File: config.mk
export PLATFORM = sky130hd
export DESIGN_NAME = blkxfer_seq
export DESIGN_NICKNAME = d
export VERILOG_FILES = /design/src/rtl/blkxfer_pkg.sv /design/src/rtl/blkxfer_ctrl.sv /design/src/rtl/blkxfer_dp.sv /design/src/rtl/blkxfer_seq.sv
export SDC_FILE = /design/constraint.sdc
export NUM_CORES = 1
export LEC_CHECK = 0
export ABC_AREA = 1
export ABC_CLOCK_PERIOD_IN_PS = 2900
export BUFFER_PORTS_ARGS = -buffer_cell sky130_fd_sc_hd__buf_2
export CAP_MARGIN = 20
export CORE_MARGIN = 2
export CORE_UTILIZATION = 31
export CTS_CLUSTER_SIZE = 24
export DETAILED_ROUTE_END_ITERATION = 6
export RECOVER_POWER = 25
export SKIP_CTS_REPAIR_TIMING = 1
export SYNTH_ARGS = -nofsm -noshare
export SYNTH_HDL_FRONTEND = slang
export SYNTH_SLANG_ARGS = --single-unit
File: constraint.sdc
create_clock -name clk -period 2.9 [get_ports clk]
set_input_delay 0.58 -clock clk [delete_from_list [all_inputs] [get_ports clk]]
set_output_delay 0.58 -clock clk [all_outputs]
set_load 0.005 [all_outputs]
File: src/rtl/blkxfer_pkg.sv
package blkxfer_pkg;
  localparam int OP_W       = 32;
  localparam int MASK_W     = 16;
  localparam int POS_BEFORE = 24;
  localparam int POS_UP     = 23;
  localparam int POS_PRIV   = 22;
  localparam int POS_WB     = 21;
  localparam int POS_LOAD   = 20;
  localparam int POS_BASE   = 16;
  localparam int IDX_W      = $clog2(MASK_W);

  typedef struct packed {
    logic capture;
    logic advance;
  } seqStrobe_t;

  typedef enum logic [1:0] {
    ST_IDLE = 2'd0,
    ST_RUN  = 2'd1,
    ST_TRAP = 2'd2
  } seqState_t;
endpackage

File: src/rtl/blkxfer_ctrl.sv
module blkxfer_ctrl
  import blkxfer_pkg::*;
(
  input  logic       clk,
  input  logic       rstN,
  input  logic       startIn,
  input  logic       illegalOp,
  input  logic       maskEmpty,
  output seqStrobe_t strb,
  output logic       busy,
  output logic       done,
  output logic       trapUndef
);
  seqState_t stateQ, stateD;

  always_comb begin
    stateD = stateQ;
    case (stateQ)
      ST_IDLE: if (startIn) stateD = illegalOp ? ST_TRAP : ST_RUN;
      ST_RUN:  if (maskEmpty) stateD = ST_IDLE;
      default: stateD = ST_IDLE;
    endcase
  end

  always_ff @(posedge clk or negedge rstN) begin
    if (!rstN) stateQ <= ST_IDLE;
    else       stateQ <= stateD;
  end

  always_comb begin
    strb.capture = (stateQ == ST_IDLE) && startIn && !illegalOp;
    strb.advance = (stateQ == ST_RUN) && !maskEmpty;
    busy         = (stateQ != ST_IDLE);
    done         = (stateQ == ST_RUN) && maskEmpty;
    trapUndef    = (stateQ == ST_TRAP);
  end


  done_pulse_chk: assert property (@(posedge clk) disable iff (!rstN)
    done |=> !done);


  trap_idle_chk: assert property (@(posedge clk) disable iff (!rstN)
    trapUndef |=> !busy);


  busy_hold_chk: assert property (@(posedge clk) disable iff (!rstN)
    (busy && !done && !trapUndef) |=> busy);
endmodule

File: src/rtl/blkxfer_dp.sv
module blkxfer_dp
  import blkxfer_pkg::*;
#(
  parameter int ADDR_W     = 32,
  parameter int WORD_BYTES = 4
) (
  input  logic              clk,
  input  logic              rstN,
  input  seqStrobe_t        strb,
  input  logic [OP_W-1:0]   opWord,
  input  logic [ADDR_W-1:0] baseAddr,
  output logic              maskEmpty,
  output logic [IDX_W-1:0]  xferReg,
  output logic [ADDR_W-1:0] xferAddr,
  output logic              xferLoad,
  output logic              wbEnable,
  output logic [IDX_W-1:0]  wbReg,
  output logic [ADDR_W-1:0] wbAddr
);
  localparam logic [ADDR_W-1:0] STEP = ADDR_W'(WORD_BYTES);

  logic [MASK_W-1:0] maskQ;
  logic [ADDR_W-1:0] addrQ;
  logic              upQ, beforeQ, loadQ, wbQ;
  logic [IDX_W-1:0]  baseQ;
  logic [IDX_W-1:0]  lowIdx, highIdx;
  logic [ADDR_W-1:0] nextAddr;

  // lowest and highest set bit of the remaining mask
  always_comb begin
    lowIdx  = '0;
    highIdx = '0;
    for (int i = MASK_W - 1; i >= 0; i--)
      if (maskQ[i]) lowIdx = IDX_W'(i);
    for (int i = 0; i < MASK_W; i++)
      if (maskQ[i]) highIdx = IDX_W'(i);
  end

  assign nextAddr  = upQ ? addrQ + STEP : addrQ - STEP;
  assign maskEmpty = (maskQ == '0);
  assign xferReg   = upQ ? lowIdx : highIdx;
  assign xferAddr  = beforeQ ? nextAddr : addrQ;
  assign xferLoad  = loadQ;
  assign wbEnable  = wbQ;
  assign wbReg     = baseQ;
  assign wbAddr    = addrQ;

  always_ff @(posedge clk or negedge rstN) begin
    if (!rstN) begin
      maskQ   <= '0;
      addrQ   <= '0;
      upQ     <= 1'b0;
      beforeQ <= 1'b0;
      loadQ   <= 1'b0;
      wbQ     <= 1'b0;
      baseQ   <= '0;
    end else if (strb.capture) begin
      maskQ   <= opWord[MASK_W-1:0];
      addrQ   <= baseAddr;
      upQ     <= opWord[POS_UP];
      beforeQ <= opWord[POS_BEFORE];
      loadQ   <= opWord[POS_LOAD];
      wbQ     <= opWord[POS_WB];
      baseQ   <= opWord[POS_BASE +: IDX_W];
    end else if (strb.advance) begin
      addrQ          <= nextAddr;
      maskQ[xferReg] <= 1'b0;
    end
  end


  asc_order_chk: assert property (@(posedge clk) disable iff (!rstN)
    (strb.advance && $past(strb.advance) && upQ) |->
      (xferAddr == $past(xferAddr) + STEP && xferReg > $past(xferReg)));


  desc_order_chk: assert property (@(posedge clk) disable iff (!rstN)
    (strb.advance && $past(strb.advance) && !upQ) |->
      (xferAddr == $past(xferAddr) - STEP && xferReg < $past(xferReg)));


  dir_stable_chk: assert property (@(posedge clk) disable iff (!rstN)
    (strb.advance && $past(strb.advance)) |-> $stable(xferLoad));
endmodule

File: src/rtl/blkxfer_seq.sv
module blkxfer_seq
  import blkxfer_pkg::*;
#(
  parameter int ADDR_W     = 32,
  parameter int WORD_BYTES = 4
) (
  input  logic              clk,
  input  logic              rstN,
  input  logic              startIn,
  input  logic [OP_W-1:0]   opWord,
  input  logic [ADDR_W-1:0] baseAddr,
  output logic              busy,
  output logic              done,
  output logic              trapUndef,
  output logic              xferValid,
  output logic [IDX_W-1:0]  xferReg,
  output logic [ADDR_W-1:0] xferAddr,
  output logic              xferLoad,
  output logic              wbValid,
  output logic [IDX_W-1:0]  wbReg,
  output logic [ADDR_W-1:0] wbAddr
);
  seqStrobe_t strb;
  logic       maskEmpty, wbEnable, illegalOp;

  // top mask slot is the program counter; bank flag is privileged
  assign illegalOp = opWord[MASK_W-1] | opWord[POS_PRIV];

  blkxfer_ctrl u_ctrl (
    .clk       (clk),
    .rstN      (rstN),
    .startIn   (startIn),
    .illegalOp (illegalOp),
    .maskEmpty (maskEmpty),
    .strb      (strb),
    .busy      (busy),
    .done      (done),
    .trapUndef (trapUndef)
  );

  blkxfer_dp #(.ADDR_W(ADDR_W), .WORD_BYTES(WORD_BYTES)) u_dp (
    .clk       (clk),
    .rstN      (rstN),
    .strb      (strb),
    .opWord    (opWord),
    .baseAddr  (baseAddr),
    .maskEmpty (maskEmpty),
    .xferReg   (xferReg),
    .xferAddr  (xferAddr),
    .xferLoad  (xferLoad),
    .wbEnable  (wbEnable),
    .wbReg     (wbReg),
    .wbAddr    (wbAddr)
  );

  assign xferValid = strb.advance;
  assign wbValid   = done & wbEnable;


  wb_in_done_chk: assert property (@(posedge clk) disable iff (!rstN)
    wbValid |-> (done && !xferValid));
endmodule

==> results.yml, run 1 <==
outcome:
  outcome: "finished with violations"
  failed_checks: "capacitance limit, slew limit, setup timing"
global_route:
  grt.met1_usage_pct: 22.2
  globalRouteTotalUtil_pct: 18.7
  via_count_of_the_first_global_routing_pass: 5318
  globalRouteMet3Util_pct: 4.75
  grt_first_pass_wirelength_um: 26000
  grt_antenna_before_repair: 1
  busiest_grt_layer: "met2"
  globalRouteMet2Util_pct: 33.3
  overflow: 0
  grt_start_max_net_pins: 44
die:
  fp.coreArea_sq_um: 15800
  boundaryPins: 145
  die-height_um: 131
  placementRows: 46
  initial_core_util_pct: 31.7
  floorplan.die.width_um: 131
  die-area_sq_um: 17200
yosys:
  synth.avg_cell_area_sq_um: 6.73
  ys.warnings.count: 0
  yosys.area.top_type_share_pct: 28.9
  synth.net_count: 842
  synth_area_leaders: "sky130_fd_sc_hd__dfrtp_1 (29%), sky130_fd_sc_hd__nand2_1 (19%), sky130_fd_sc_hd__ha_1 (7.0%)"
  synth.most_common_cell: "sky130_fd_sc_hd__nand2_1"
  fraction_of_the_yosys_area_taken_by_sequential_cells_pct: 28.9
  commonest_cells_in_the_netlist: "sky130_fd_sc_hd__nand2_1 (258), sky130_fd_sc_hd__inv_1 (85), sky130_fd_sc_hd__dfrtp_1 (58), sky130_fd_sc_hd__nand3_1 (51), sky130_fd_sc_hd__nor2_1 (43)"
  synth_async_reset_ratio_pct: 100
  syn_area_sq_um: 5020
  synth.lib_cells_used.distinct: 47
  edff_count_synth: 0
  netlist_instances: 746
  flip_flop_cell_with_the_highest_count_after_synthesis: "sky130_fd_sc_hd__dfrtp_1"
  cell_taking_the_most_area_after_synthesis: "sky130_fd_sc_hd__dfrtp_1"
  number_of_register_bits_inferred_by_synthesis: 58
clock_tree:
  worstSkewPairLatency_ns: 0.35
  clockRootBuffer: "sky130_fd_sc_hd__clkbuf_16"
  numCtsBuffers: 9
  max-clock-path-buffers: 2
  clk_pin_slew_ns: 0.05
  tritoncts: "built"
  htree_depth: 3
  cts_num_sinks: 58
timing:
  timing.max_slew.rel_slack_pct: -39.7
  setup_viol_count_final: 24
  timing.final.ws_setup_ns: -0.531
  finalCritPeriodShare_pct: 118
  timing.final.crit_period_ns: 3.43
  worst_slew_pin_slew_ns: 2.10
  maximum_clock_skew_at_final_layout_ns: 0.00990
  unrepaired_setup_endpoints_after_global_routing: "true"
  setup-tns-final_ns: -8.56
  achievable-frequency_ghz: 0.291
  hold_violations: 0
  final_max_slew_viol_count: 35
  whs_ns: 0.434
critical_path:
  timing.critical_path.to_type: "primary output"
  timing.setup.critical_path_class: "reg2out"
  worst-endpoint-arrival_ns: 2.85
  worst_setup_path_start_kind: "flip-flop"
  critPathRequiredTime_ns: 2.32
  critical_path.max_fanout: 12
finish:
  design.final.nets: 1074
  syn2layout_area_growth_pct: 48.5
  insertedDiodeCount: 0
  number_of_standard_cells_in_the_final_layout_excluding_fillers: 1199
  post-route-util_pct: 47.1
  final_layout_size_suffix_gt1_share_pct: 37.1
drt:
  num_vias: 5559
  remaining_drc_errors: 0
  routedWlPerCell_um: 13.6
  routed_wirelength_um: 16300
  drt-vias-per-instance: 4.64
  drtIter0Drc: 240
  count_of_tritonroute_iterations_in_the_first_routing_pass: 5
  ant_nets: 0
worst_hold_path:
  hold_class: "in2reg"
place:
  hpwl_um: 12600
  buffer_ports.inserted: 137
  routabilityCongestion: 0.922
  place_inst: 1179
flow_run:
  max_cap_violations: 1
-- layout make-up --
class                      count  area (sq um)
multi-input combinational    578          3570
inverter                      88           337
sequential                    58          1450
tap                          216           270
clock inverter                 7          70.1
clock buffer                   9           225
fill                        1618          8370
timing repair buffer         243          1530
-- path summary, 6_finish.rpt --
kind / start / endpoint / slack, ns / depth (start not counted)
min: baseAddr[0] / u_dp.wbAddr[0]$_DFFE_PN0P_ / 0.43 / 3
max: u_dp.upQ$_DFFE_PN0P_ / xferAddr[19] / -0.53 / 16
min reg2reg: u_dp.wbReg[1]$_DFFE_PN0P_ / u_dp.wbReg[1]$_DFFE_PN0P_ / 0.47 / 2
min in group asynchronous: rstN / u_dp.wbAddr[13]$_DFFE_PN0P_ / 0.84 / 1
max reg2reg: u_dp.upQ$_DFFE_PN0P_ / u_dp.wbAddr[24]$_DFFE_PN0P_ / 0.41 / 11
max in group asynchronous: rstN / u_dp.maskQ[13]$_DFFE_PN0P_ / 0.48 / 2
-- sequential cells by signal, summed over array words and instances, names as in the netlist --
name / count
u_ctrl.stateQ: 2
u_dp.beforeQ: 1
u_dp.maskQ: 16
u_dp.upQ: 1
u_dp.wbAddr: 32
u_dp.wbEnable: 1
u_dp.wbReg: 4
u_dp.xferLoad: 1
-- layer usage --
| metal | share of wire, % | vias to the layer above |
|---|---|---|
| met1 | 43 | 2494 |
| met2 | 50 | 133 |
| met3 | 5.1 | 17 |
| li1 | - | 2913 |
| met5 | 0.080 | - |
| met4 | 1.4 | 2 |
-- kinds of logic after synthesis --
kind of cell               Yosys count  share of synthesized area (%)
and+or+nand+nor                    397                           33.6
DFF                                 58                           28.9
AOI/OAI and AO/OA                  133                           17.5
xor gates and xnor gates            19                           3.32
adders and majority gates           29                           7.38
buffers and inverters              110                           9.22
-- metrics by stage --
step	cell area (sq um)	setup WS (ns)
6_report	7450	-0.531
3_5_place_dp	6710	-0.268
5_1_grt	7450	-0.708
4_1_cts	7010	-0.676
2_1_floorplan	5060	-0.178
3_3_place_gp	6710	-0.228
-- placed cells by master (no fill, tap or decap), types with 4 or more instances in the layout --
cell / instances
sky130_fd_sc_hd__o21ai_0: 25
sky130_fd_sc_hd__nand3_2: 9
sky130_fd_sc_hd__nor3_2: 4
sky130_fd_sc_hd__buf_2: 136
sky130_fd_sc_hd__ha_4: 8
sky130_fd_sc_hd__a21oi_4: 4
sky130_fd_sc_hd__o21ai_1: 14
sky130_fd_sc_hd__xor2_2: 4
sky130_fd_sc_hd__clkbuf_16: 9
sky130_fd_sc_hd__dfrtp_1: 57
sky130_fd_sc_hd__or2_1: 4
sky130_fd_sc_hd__nor2_1: 37
sky130_fd_sc_hd__buf_6: 4
sky130_fd_sc_hd__inv_1: 84
sky130_fd_sc_hd__o211ai_1: 16
sky130_fd_sc_hd__or2_2: 5
sky130_fd_sc_hd__ha_2: 4
sky130_fd_sc_hd__nor2_2: 7
sky130_fd_sc_hd__nand2_2: 13
sky130_fd_sc_hd__ha_1: 16
sky130_fd_sc_hd__a21oi_2: 9
sky130_fd_sc_hd__o211ai_2: 8
sky130_fd_sc_hd__buf_4: 98
sky130_fd_sc_hd__nand3_1: 43
sky130_fd_sc_hd__xor2_1: 4
sky130_fd_sc_hd__nor3_1: 7
sky130_fd_sc_hd__a21o_1: 8
sky130_fd_sc_hd__xnor2_2: 6
sky130_fd_sc_hd__nand4_1: 14
sky130_fd_sc_hd__nand2_1: 248
sky130_fd_sc_hd__clkinvlp_4: 5
sky130_fd_sc_hd__a21oi_1: 19
-- worst max-delay path, stage by stage, from the launching register on --
cell,delay [ns]
sky130_fd_sc_hd__dfrtp_2,0.38
sky130_fd_sc_hd__clkinvlp_4,0.16
sky130_fd_sc_hd__buf_12,0.19
sky130_fd_sc_hd__buf_6,0.12
sky130_fd_sc_hd__ha_1,0.29
sky130_fd_sc_hd__nand3_2,0.08
sky130_fd_sc_hd__nand2_2,0.10
sky130_fd_sc_hd__a21oi_4,0.07
sky130_fd_sc_hd__o21ai_4,0.26
sky130_fd_sc_hd__a21oi_4,0.11
sky130_fd_sc_hd__o21ai_4,0.18
sky130_fd_sc_hd__nand2_1,0.07
sky130_fd_sc_hd__nand2_1,0.08
sky130_fd_sc_hd__or2_1,0.12
sky130_fd_sc_hd__nand3_1,0.08
sky130_fd_sc_hd__nand2_1,0.10
sky130_fd_sc_hd__buf_2,0.11
Power of run 1 is not shown: default switching activity piles up to over one toggle a cycle in this logic, so the estimate is an artifact.
==> run 2: changes to the inputs <==
--- a/config.mk
+++ b/config.mk
@@ -13,6 +13,7 @@
 export CORE_UTILIZATION = 31
 export CTS_CLUSTER_SIZE = 24
 export DETAILED_ROUTE_END_ITERATION = 6
+export MAX_ROUTING_LAYER = met4
 export RECOVER_POWER = 25
 export SKIP_CTS_REPAIR_TIMING = 1
 export SYNTH_ARGS = -nofsm -noshare
==> results.yml, run 2 (synthesized netlist as in run 1, its figures left out) <==
outcome:
  outcome: "finished with violations"
  failed_checks: "setup timing"
place:
  hpwl_um: 12700
  routabilityCongestion: 0.928
  buffer_ports.inserted: 137
  placed_area_sq_um: 6670
global_route:
  globalRouteMet3Util_pct: 4.86
  grt_start_max_net_pins: 43
  grt_antenna_before_repair: 2
  globalRouteTotalUtil_pct: 19.6
  grt.met1_usage_pct: 22.2
  globalRouteMet2Util_pct: 33.7
  overflow: 0
  busiest_grt_layer: "met2"
  grt_first_pass_wirelength_um: 26400
  via_count_of_the_first_global_routing_pass: 5478
critical_path:
  timing.setup.critical_path_class: "reg2out"
  worst-endpoint-arrival_ns: 2.82
  crit_family: "compound AO/OA/AOI/OAI gates"
  timing.critical_path.to_type: "primary output"
  critPathMaxStageDelay_ns: 0.38
  critPathRequiredTime_ns: 2.32
  critical_path.n_buffers_inverters: 4
  worstPathCellList: "clkinvlp_4, buf_12, ha_1, a21oi_1, o21ai_0, a21oi_1, nand3_1, buf_4, or2_2, nand3_1, o21ai_0, buf_2"
  critical_path.max_fanout: 22
  critical-path-slowest-cell: "sky130_fd_sc_hd__dfrtp_2"
  worst_setup_path_start_kind: "flip-flop"
  ff2ff_setup_slack_ns: 0.43
finish:
  syn2layout_area_growth_pct: 43.6
  layout_commonest_cell: "sky130_fd_sc_hd__nand2_1"
  commonest_non_fill_non_tap_cells_in_the_layout: "sky130_fd_sc_hd__nand2_1 (251), sky130_fd_sc_hd__buf_2 (136), sky130_fd_sc_hd__buf_4 (96)"
  design.final.nets: 1068
  final_layout_size_suffix_gt1_share_pct: 33.7
  largest_register_ffs: 32
  post_route_cell_area_sq_um: 7210
clock_tree:
  clockRootBuffer: "sky130_fd_sc_hd__clkbuf_16"
  htree_depth: 3
  numCtsBuffers: 9
  clk_pin_slew_ns: 0.05
  worstSkewPairLatency_ns: 0.34
  tritoncts: "built"
  cts_num_sinks: 58
  max-clock-path-buffers: 2
die:
  die-area_sq_um: 17200
  die-height_um: 131
  initial_core_util_pct: 31.7
  placementRows: 46
  boundaryPins: 145
  fp.coreArea_sq_um: 15800
  floorplan.die.width_um: 131
drt:
  num_vias: 5583
  routedWlPerCell_um: 13.5
  drtIter0Drc: 215
  routed_wirelength_um: 16100
  ant_nets: 0
  drt-vias-per-instance: 4.67
  count_of_tritonroute_iterations_in_the_first_routing_pass: 4
  remaining_drc_errors: 0
timing:
  worst_slew_pin_slew_ns: 1.43
  setup_viol_count_final: 25
  timing.max_slew.rel_slack_pct: 4.71
  maximum_clock_skew_at_final_layout_ns: 0.0103
  finalCritPeriodShare_pct: 117
  achievable-frequency_ghz: 0.294
  unrepaired_setup_endpoints_after_global_routing: "true"
  timing.final.ws_setup_ns: -0.502
  hold_violations: 0
  final_max_slew_viol_count: 0
  timing.final.crit_period_ns: 3.40
worst_hold_path:
  hold_class: "in2reg"
flow_run:
  max_cap_violations: 0
## run 2: path summary, 6_finish.rpt
path,startpoint,endpoint,cells past startpoint
max,u_dp.upQ$_DFFE_PN0P_,xferAddr[24],12
min,opWord[12],u_dp.maskQ[12]$_DFFE_PN0P_,3
max reg2reg,u_dp.upQ$_DFFE_PN0P_,u_dp.wbAddr[24]$_DFFE_PN0P_,11
min reg2reg,u_dp.wbEnable$_DFFE_PN0P_,u_dp.wbEnable$_DFFE_PN0P_,2
max in group asynchronous,rstN,u_dp.maskQ[7]$_DFFE_PN0P_,2
min in group asynchronous,rstN,u_dp.wbAddr[14]$_DFFE_PN0P_,1
## run 2: area by class of cell
cell class,count,area (sq um)
fill,1640,8620
multi-input combinational,578,3350
timing repair buffer,237,1460
sequential,58,1450
inverter,88,337
tap,216,270
clock buffer,12,267
clock inverter,4,72.6
antenna,2,5.00
## run 2: layer usage
layer	routed length, um	up-vias
li1	-	2910
met1	6960	2514
met2	7880	135
met3	873	24
met4	393	0
met5	0	-
## run 2: worst reg2reg max path, stage by stage (launching register included)
cell and delay (ns):
sky130_fd_sc_hd__dfrtp_2 0.38, sky130_fd_sc_hd__clkinvlp_4 0.11, sky130_fd_sc_hd__buf_12 0.18, sky130_fd_sc_hd__ha_1 0.34
sky130_fd_sc_hd__a21oi_1 0.20, sky130_fd_sc_hd__o21ai_0 0.15, sky130_fd_sc_hd__a21oi_1 0.19, sky130_fd_sc_hd__nand3_1 0.19
sky130_fd_sc_hd__buf_4 0.18, sky130_fd_sc_hd__or2_2 0.28, sky130_fd_sc_hd__nand3_1 0.09, sky130_fd_sc_hd__o211ai_2 0.07
## run 2: stage by stage
stage	utilization (%)	worst slack (ns)	TNS (ns)	hold WS (ns)	std cells
2_1_floorplan	-	-0.178	-1.62	0.284	746
3_3_place_gp	42.1	-0.166	-1.35	0.454	1175
3_5_place_dp	42.1	-0.190	-1.59	0.457	1175
4_1_cts	44.3	-0.566	-9.61	0.279	1191
5_1_grt	45.6	-0.726	-13.11	0.440	1195
6_report	45.6	-0.502	-8.44	0.435	1195
Power of run 2 is left out for the same reason.
